$ cat src/rtl/idx_agu_pkg.sv
package idx_agu_pkg;

    typedef enum logic {
        AM_ZPG = 1'b0,
        AM_ABS = 1'b1
    } am_e;

    typedef enum logic [1:0] {
        ST_IDLE = 2'd0,
        ST_LOW  = 2'd1,
        ST_FIX  = 2'd2
    } st_e;

    // A second adder pass is needed for absolute mode when the low sum
    // carried, and always for an absolute write.
    function automatic logic fixup_needed(input am_e m, input logic wr, input logic carry);
        return (m == AM_ABS) && (wr || carry);
    endfunction

endpackage

$ cat src/rtl/idx_agu_add.sv
module idx_agu_add #(
    parameter int W = 8
) (
    input  logic [W-1:0] a,
    input  logic [W-1:0] b,
    input  logic         cin,
    output logic [W-1:0] sum,
    output logic         cout
);
    logic [W:0] full;

    always_comb begin
        full = {1'b0, a} + {1'b0, b} + {{W{1'b0}}, cin};
        sum  = full[W-1:0];
        cout = full[W];
    end
endmodule

$ cat src/rtl/idx_agu_seq.sv
module idx_agu_seq
    import idx_agu_pkg::*;
(
    input  logic clk,
    input  logic rst,
    input  logic req,
    input  logic need_fix,
    output st_e  state,
    output logic accept,
    output logic busy
);
    always_ff @(posedge clk) begin
        if (rst) begin
            state <= ST_IDLE;
        end else begin
            case (state)
                ST_IDLE: if (req) state <= ST_LOW;
                ST_LOW:  state <= need_fix ? ST_FIX : ST_IDLE;
                ST_FIX:  state <= ST_IDLE;
                default: state <= ST_IDLE;
            endcase
        end
    end

    assign accept = (state == ST_IDLE) && req;
    assign busy   = (state != ST_IDLE);

    // the fix-up cycle only ever follows a low-byte cycle that asked for it
    p_fix_after_low_r3: assert property (@(posedge clk) disable iff (rst)
        (state == ST_FIX) |-> ($past(state) == ST_LOW && $past(need_fix)));

    // no new request can start while the previous one is in flight
    p_busy_blocks_r8: assert property (@(posedge clk) disable iff (rst)
        busy |=> (state != ST_LOW));
endmodule

$ cat src/rtl/idx_agu.sv
module idx_agu
    import idx_agu_pkg::*;
#(
    parameter  int BYTE_W = 8,
    localparam int ADDR_W = 2 * BYTE_W
) (
    input  logic              clk,
    input  logic              rst,
    input  logic              req,
    input  logic              mode,
    input  logic              is_wr,
    input  logic [ADDR_W-1:0] base_addr,
    input  logic [BYTE_W-1:0] index,
    output logic              busy,
    output logic              ea_valid,
    output logic [ADDR_W-1:0] ea,
    output logic              fix_cycle
);
    st_e               state;
    logic              accept;
    logic              need_fix;

    logic [ADDR_W-1:0] base_q;
    logic [BYTE_W-1:0] idx_q;
    logic [BYTE_W-1:0] low_q;
    am_e               mode_q;
    logic              wr_q;
    logic              carry_q;

    logic [BYTE_W-1:0] add_a;
    logic [BYTE_W-1:0] add_b;
    logic              add_ci;
    logic [BYTE_W-1:0] add_sum;
    logic              add_co;

    // One byte adder, shared between the low-byte pass and the high-byte fix-up
    always_comb begin
        if (state == ST_FIX) begin
            add_a  = base_q[ADDR_W-1:BYTE_W];
            add_b  = '0;
            add_ci = carry_q;
        end else begin
            add_a  = base_q[BYTE_W-1:0];
            add_b  = idx_q;
            add_ci = 1'b0;
        end
    end

    idx_agu_add #(.W(BYTE_W)) u_add (
        .a    (add_a),
        .b    (add_b),
        .cin  (add_ci),
        .sum  (add_sum),
        .cout (add_co)
    );

    assign need_fix = (state == ST_LOW) && fixup_needed(mode_q, wr_q, add_co);

    idx_agu_seq u_seq (
        .clk      (clk),
        .rst      (rst),
        .req      (req),
        .need_fix (need_fix),
        .state    (state),
        .accept   (accept),
        .busy     (busy)
    );

    always_ff @(posedge clk) begin
        if (rst) begin
            base_q  <= '0;
            idx_q   <= '0;
            low_q   <= '0;
            mode_q  <= AM_ZPG;
            wr_q    <= 1'b0;
            carry_q <= 1'b0;
        end else begin
            if (accept) begin
                base_q <= base_addr;
                idx_q  <= index;
                mode_q <= am_e'(mode);
                wr_q   <= is_wr;
            end
            if (state == ST_LOW) begin
                low_q   <= add_sum;
                carry_q <= add_co;
            end
        end
    end

    always_comb begin
        ea_valid  = 1'b0;
        fix_cycle = 1'b0;
        ea        = '0;
        case (state)
            ST_LOW: begin
                if (!need_fix) begin
                    ea_valid = 1'b1;
                    if (mode_q == AM_ZPG)
                        ea = {{BYTE_W{1'b0}}, add_sum};
                    else
                        ea = {base_q[ADDR_W-1:BYTE_W], add_sum};
                end
            end
            ST_FIX: begin
                ea_valid  = 1'b1;
                fix_cycle = 1'b1;
                ea        = {add_sum, low_q};
            end
            default: ;
        endcase
    end

    // reset leaves every strobe low in the following cycle
    p_reset_quiet_r1: assert property (@(posedge clk)
        rst |=> (!ea_valid && !fix_cycle && !busy));

    // the result strobe never lasts more than one cycle
    p_single_valid_r7: assert property (@(posedge clk) disable iff (rst)
        ea_valid |=> !ea_valid);

    // the penalty marker only accompanies a final address
    p_fix_has_valid_r7: assert property (@(posedge clk) disable iff (rst)
        fix_cycle |-> ea_valid);

    // zero-page results stay in page zero
    p_zp_page_r4: assert property (@(posedge clk) disable iff (rst)
        (ea_valid && mode_q == AM_ZPG) |-> (ea[ADDR_W-1:BYTE_W] == '0));

    // zero-page results never take the penalty
    p_zp_nofix_r4: assert property (@(posedge clk) disable iff (rst)
        (ea_valid && mode_q == AM_ZPG) |-> !fix_cycle);

    // absolute writes always finish through the fix-up cycle
    p_write_fix_r5: assert property (@(posedge clk) disable iff (rst)
        (ea_valid && mode_q == AM_ABS && wr_q) |-> fix_cycle);

    // the low byte computed in the first pass survives into the fix-up cycle
    p_low_kept_r3: assert property (@(posedge clk) disable iff (rst)
        fix_cycle |-> (ea[BYTE_W-1:0] == $past(add_sum)));
endmodule

$ cat config.mk
export PLATFORM = sky130hd
export DESIGN_NAME = idx_agu
export DESIGN_NICKNAME = d
export VERILOG_FILES = /design/src/rtl/idx_agu_pkg.sv /design/src/rtl/idx_agu_add.sv /design/src/rtl/idx_agu_seq.sv /design/src/rtl/idx_agu.sv
export SDC_FILE = /design/constraint.sdc
export NUM_CORES = 1
export LEC_CHECK = 0
export CAP_MARGIN = 20
export CORE_ASPECT_RATIO = 2
export CORE_MARGIN = 2
export CORE_UTILIZATION = 35
export CTS_BUF_LIST = sky130_fd_sc_hd__clkbuf_4 sky130_fd_sc_hd__clkbuf_8
export DETAILED_ROUTE_END_ITERATION = 10
export DONT_BUFFER_PORTS = 1
export PLACE_DENSITY = 0.45
export SLEW_MARGIN = 10
export SYNTH_ARGS = -nofsm -noshare
export SYNTH_HDL_FRONTEND = slang
export SYNTH_SLANG_ARGS = --single-unit
$ cat constraint.sdc
create_clock -name clk -period 5.79 [get_ports clk]
set_clock_uncertainty 0.15 [all_clocks]
set_input_delay 0.8685 -clock clk [delete_from_list [all_inputs] [get_ports clk]]
set_output_delay 0.8685 -clock clk [all_outputs]
set_load 0.02 [all_outputs]
# ---- After elaboration in Yosys (flattened, before gate mapping)
# Index checks and enable logic that the tools add are counted.
dict set report totals {
  reg_bits 37
  out_inout_bits 19
  word_cells 30
}
dict set report op_classes {
  add_sub_neg 2
  n_eq_ne 3
  muxes 12
  n_reduce_logical 6
}
# operator count
set op_table {}
lappend op_table {{$mux W16} 2}
lappend op_table {{$pmux W16 S2} 1}
lappend op_table {{$mux W8} 2}
lappend op_table {{$add A8 B8 Y9} 1}
lappend op_table {{$add A9 B1 Y9} 1}
lappend op_table {{$mux W2} 2}
lappend op_table {{$pmux W2 S2} 1}
lappend op_table {{$logic_and A1 B1 Y1} 3}
lappend op_table {{$mux W1} 3}
lappend op_table {{$eq A2 B1 Y1 const B} 1}
lappend op_table {{$eq A2 B2 Y1 const B} 1}
lappend op_table {{$logic_not A2 Y1} 1}
lappend op_table {{$ne A2 B2 Y1 const B} 1}
lappend op_table {{$pmux W1 S2} 1}
lappend op_table {{$reduce_bool A2 Y1} 1}
lappend op_table {{$logic_or A1 B1 Y1} 1}

# ---- Logic depth before layout (Yosys ltp)
dict set report depth {
  ltp_word 9
  ltp_mapped 12
  mapped_depth_nobuf 10
}

# ---- Cells and area by module
# Synthesis repeated with hierarchy kept, for this count alone.
dict set report hier_totals {
  hier_cells 228
  area_unflattened_um2 2137.0
}
# mod instances cells_per_inst area_per_inst_um2
set by_module_without_submodules {}
lappend by_module_without_submodules {idx_agu 1 182 1724.2}
lappend by_module_without_submodules {idx_agu_add 1 40 331.6}
lappend by_module_without_submodules {idx_agu_seq 1 6 81.3}

# ---- Least setup slack after synthesis
# OpenSTA, ideal clock, no wires.
dict set report synth_timing {
  kind {flip-flop to output port}
  start {register u_seq.state[0]}
  end {output ea[4]}
  t_arrival_ns 3.244
  t_required_ns 4.772
  path_slack_ns 1.527
  stages_incl_launch_ff 13
  n_path_buf 2
  cell_sequence {dfxtp_1 inv_1 ha_1 clkbuf_1 clkbuf_1 mux2i_1 fa_1 fa_1 nor2b_1 o21ai_0 a21oi_1 o211ai_1 a21boi_0}
}
dict set report synth_via {
  elab_chain_len 9
  word_cells_on_any_way 13
  classes_between {add/sub: 2; eq/ne: 2; mux: 6; reduce/logical: 3}
}
# item line
set synth_lines {}
lappend synth_lines {{start: declaration} idx_agu_seq.sv:8} ;# output st_e state,
lappend synth_lines {{start signal: assignment} idx_agu_seq.sv:18} ;# ST_LOW: state <= need_fix ? ST_FIX : ST_IDLE;
lappend synth_lines {{$eq A2 B2 Y1} {idx_agu.sv:38, idx_agu.sv:95}}
lappend synth_lines {{$mux W8} idx_agu.sv:38} ;# if (state == ST_FIX) begin
lappend synth_lines {{$add A8 B8 Y9} idx_agu_add.sv:13} ;# full = {1'b0, a} + {1'b0, b} + {{W{1'b0}}, cin};
lappend synth_lines {{$add A9 B1 Y9} idx_agu_add.sv:13}
lappend synth_lines {{$logic_or A1 B1 Y1} idx_agu_pkg.sv:17} ;# return (m == AM_ABS) && (wr || carry);
lappend synth_lines {{$logic_and A1 B1 Y1} idx_agu_pkg.sv:17}
lappend synth_lines {{$logic_and A1 B1 Y1} idx_agu.sv:57} ;# assign need_fix = (state == ST_LOW) && fixup_needed(mode_q, wr_q, add_co);
lappend synth_lines {{$mux W16} idx_agu.sv:97} ;# if (!need_fix) begin
lappend synth_lines {{$pmux W16 S2 *} idx_agu.sv:95} ;# case (state)
lappend synth_lines {{end: declaration} idx_agu.sv:16} ;# output logic [ADDR_W-1:0] ea,
# Mark *: on every way between the ends. The rest lies on a longest branch, timed or not.

# ---- Final worst setup path
dict set report layout_timing {
  start {register u_seq.state[0]}
  end {output ea[5]}
}
# Same word-level chain as after synthesis.

==> impl_metrics.ini <==
[clock_network]
path_clk_slew_ns = 0.08
cts_made_buffers = 5
clockBufferDepth = 2
postCtsSetupBuffers = 0
cts_resized = 0
ctsRootBufferMaster = clkbuf_8
clk_latency_ns = 0.30
ctsHtreeMaxLevel = 2
cts_tree = yes
clock_sinks = 37
ctsHoldBuffers = 0

[critical_path]
cp_max_fo = 18
end_kind = primary output
cp_top_family = compound AO/OA/AOI/OAI gates
max_stage_delay_ns = 0.60
worstPathRequired_ns = 4.77
cp.arrival_ns = 3.42
critical_path_class = flop to primary output
crit_path_start_kind = flop
path_buf_inv = 2
path_common_cell = ha_1
cp_slowest_cell = a21boi_0
timing.rr.start = u_seq.state[0]
ff2ff_path_depth = 11
reg2reg_slack_ns = 2.65
worstPathCellList = inv_1, ha_1, buf_4, mux2_2, ha_1, a211oi_4, o21ai_4, a21oi_4, o211ai_1, a21boi_0
r2r-end = u_seq.state[1]

[synth]
ys_seq_elements = 37
synthTopCellsByArea = dfxtp_1 32%, nand2_1 11%, a21oi_1 7.0%, ha_1 5.5%, nor2b_1 4.4%
synthesis.nets = 327
synthTopCellsByCount = 67 x nand2_1, 37 x dfxtp_1, 32 x a21oi_1, 16 x nor2b_1, 15 x clkbuf_1
synthCells = 286
post-synth-top-count-cell = nand2_1
synth_area_um2 = 2280
ys.flop_type = dfxtp_1
yosysSeqAreaShare = 0.325
synth-async-reset-ratio = 0
synth_edf_count = 0
yosys.area.top_type_share = 0.325
yosysWarnings = 0
synth.distinct_cells = 46
syn_area_per_cell_um2 = 7.98
synth_largest_area_cell = dfxtp_1

[cells_and_area]
finish.net_count = 319
area_growth_pct = 6.30
diodes = 0
final_area_um2 = 2430
layout-drive-gt1-share = 0.115
fillers = 718
fin_cells = 365

[hold_path]
hold_start = idx_q[3]
worstHoldPathType = flop to flop
min_to = idx_q[3]
whs_path_depth = 2

[route]
wl_per_cell_um = 15.5
initialDrtViolationCount = 90
dr.pass1.iters = 4
vias = 1908
drcViolationCount = 0
wl_um = 5660
viasPerCell = 5.23
postRouteAntennaNets = 0

[sta]
finalSetupViolations = 0
fin_crit_ns = 4.44
finalMaxSlewViolations = 0
fmax_ghz = 0.225
slew_headroom = 0.388
fin_tns_setup_ns = 0
hold_viol = 0
rsz0062_at_grt = no
post-route-period-util = 0.767
worstMarginPinSlew_ns = 0.916

[pwr]
ir_drop_mv = 0.188
p_int_mw = 0.404
powerDensity_nw_per_um2 = 235
seqPwrFrac = 0.492
power_frac_comb = 0.172
p_leak_nw = 0.844
clkPwrFrac = 0.336
sw_frac_of_total = 0.291
switchingPower_mw = 0.165

[placed_design]
place_area_um2 = 2330
place_congestion = 0.822
placedCellCount = 357
dp_hpwl_um = 4220
port_buffers = 0

[die]
io_pins = 48
die_h_um = 118
initial_core_util = 0.362
rows = 41
fp.coreArea_um2 = 6310
fp.dieW_um = 61.1
die_area_um2 = 7220

[global_routing]
grt_usage = 0.168
grt_pass1_vias = 1842
overflow = 0
grt_max_degree = 38
antenna_found_initial = 0
grt_pass1_wl_um = 9200

[status]
outcome = completed

[flow_run]
drv_cap = 0
## metal layers
layer	vias to the layer above	wire, um	GRT usage
met1	886	2340	0.203
li1	974	-	-
met4	0	155	0.0761
met3	9	241	0.0372
met2	39	2920	0.271
met5	-	0	0
## worst reg2reg max path, cell delays in order, from the launching register on
cell and delay [ns]:
dfxtp_1 0.36, inv_1 0.07, ha_1 0.21, buf_4 0.20, mux2i_1 0.16, fa_1 0.47
fa_1 0.41, nor2b_1 0.21, o31a_4 0.21, a21oi_4 0.11, or3_1 0.38, a21oi_1 0.14
## worst max path at each step
stage	start	endpoint	slack (ns)	cells past startpoint
final	u_seq.state[0]	ea[5]	1.35	10
after global routing	u_seq.state[0]	ea[2]	1.13	10
after CTS	u_seq.state[0]	ea[5]	1.29	10
after detailed placement	u_seq.state[0]	ea[5]	1.64	10
after global placement	u_seq.state[0]	ea[5]	1.70	10
after floorplan	u_seq.state[0]	ea[4]	1.53	12
## stage by stage
step           hold slack (ns)  power (mW)  utilization  worst slack [ns]
3_5_place_dp             0.291       0.385        0.370              1.64
5_1_grt                  0.322       0.602        0.384              1.13
4_1_cts                  0.302       0.579        0.384              1.29
3_3_place_gp             0.290       0.384        0.370              1.70
6_report                 0.299       0.569        0.384              1.35
2_1_floorplan            0.282       0.369            -              1.53
## logic make-up after synthesis
logic type,Yosys count,synth area share
xor+xnor,1,0.00384
mux,11,0.0521
flops,37,0.325
fa+ha+maj,12,0.0724
compound gates,85,0.272
simple gates,114,0.228
buf+inv,26,0.0471
## power by group through the flow
stage | clock [mW] | sequential [mW] | combinational (mW)
floorplan | 0 | 0.283 | 0.0864
global placement | 0 | 0.286 | 0.0984
detailed placement | 0 | 0.286 | 0.0991
CTS | 0.199 | 0.280 | 0.0995
global route | 0.208 | 0.282 | 0.111
finish | 0.191 | 0.280 | 0.0980
## flip-flops by register name, summed over array words and instances (netlist names)
name	count
base_q	16
idx_q	8
low_q	8
u_seq.state	2
carry_q	1
mode_q	1
wr_q	1
## placed cells by master, fill, tap and decap left out, types with 4 or more instances in the layout
cell / count
mux2i_1: 4
mux2_2: 7
a21boi_0: 5
nand2_1: 67
dfxtp_1: 37
o21ai_0: 4
inv_1: 7
a211oi_1: 6
o21a_1: 4
a22oi_1: 5
nor2_1: 14
clkbuf_8: 5
nand2b_1: 4
nor2b_1: 16
o211ai_1: 7
ha_1: 10
a21boi_1: 4
a21oi_1: 32
## area by class of cell
class / count / area, um2 / area share
Multi-Input combinational cell: 223 / 1430 / 0.591
Sequential cell: 37 / 741 / 0.305
Tap cell: 86 / 108 / 0.0444
Clock buffer: 7 / 83.8 / 0.0346
Inverter: 8 / 30.0 / 0.0124
Timing Repair Buffer: 3 / 22.5 / 0.00928
Clock inverter: 1 / 7.51 / 0.00309
(Power assumes the default switching activity.)
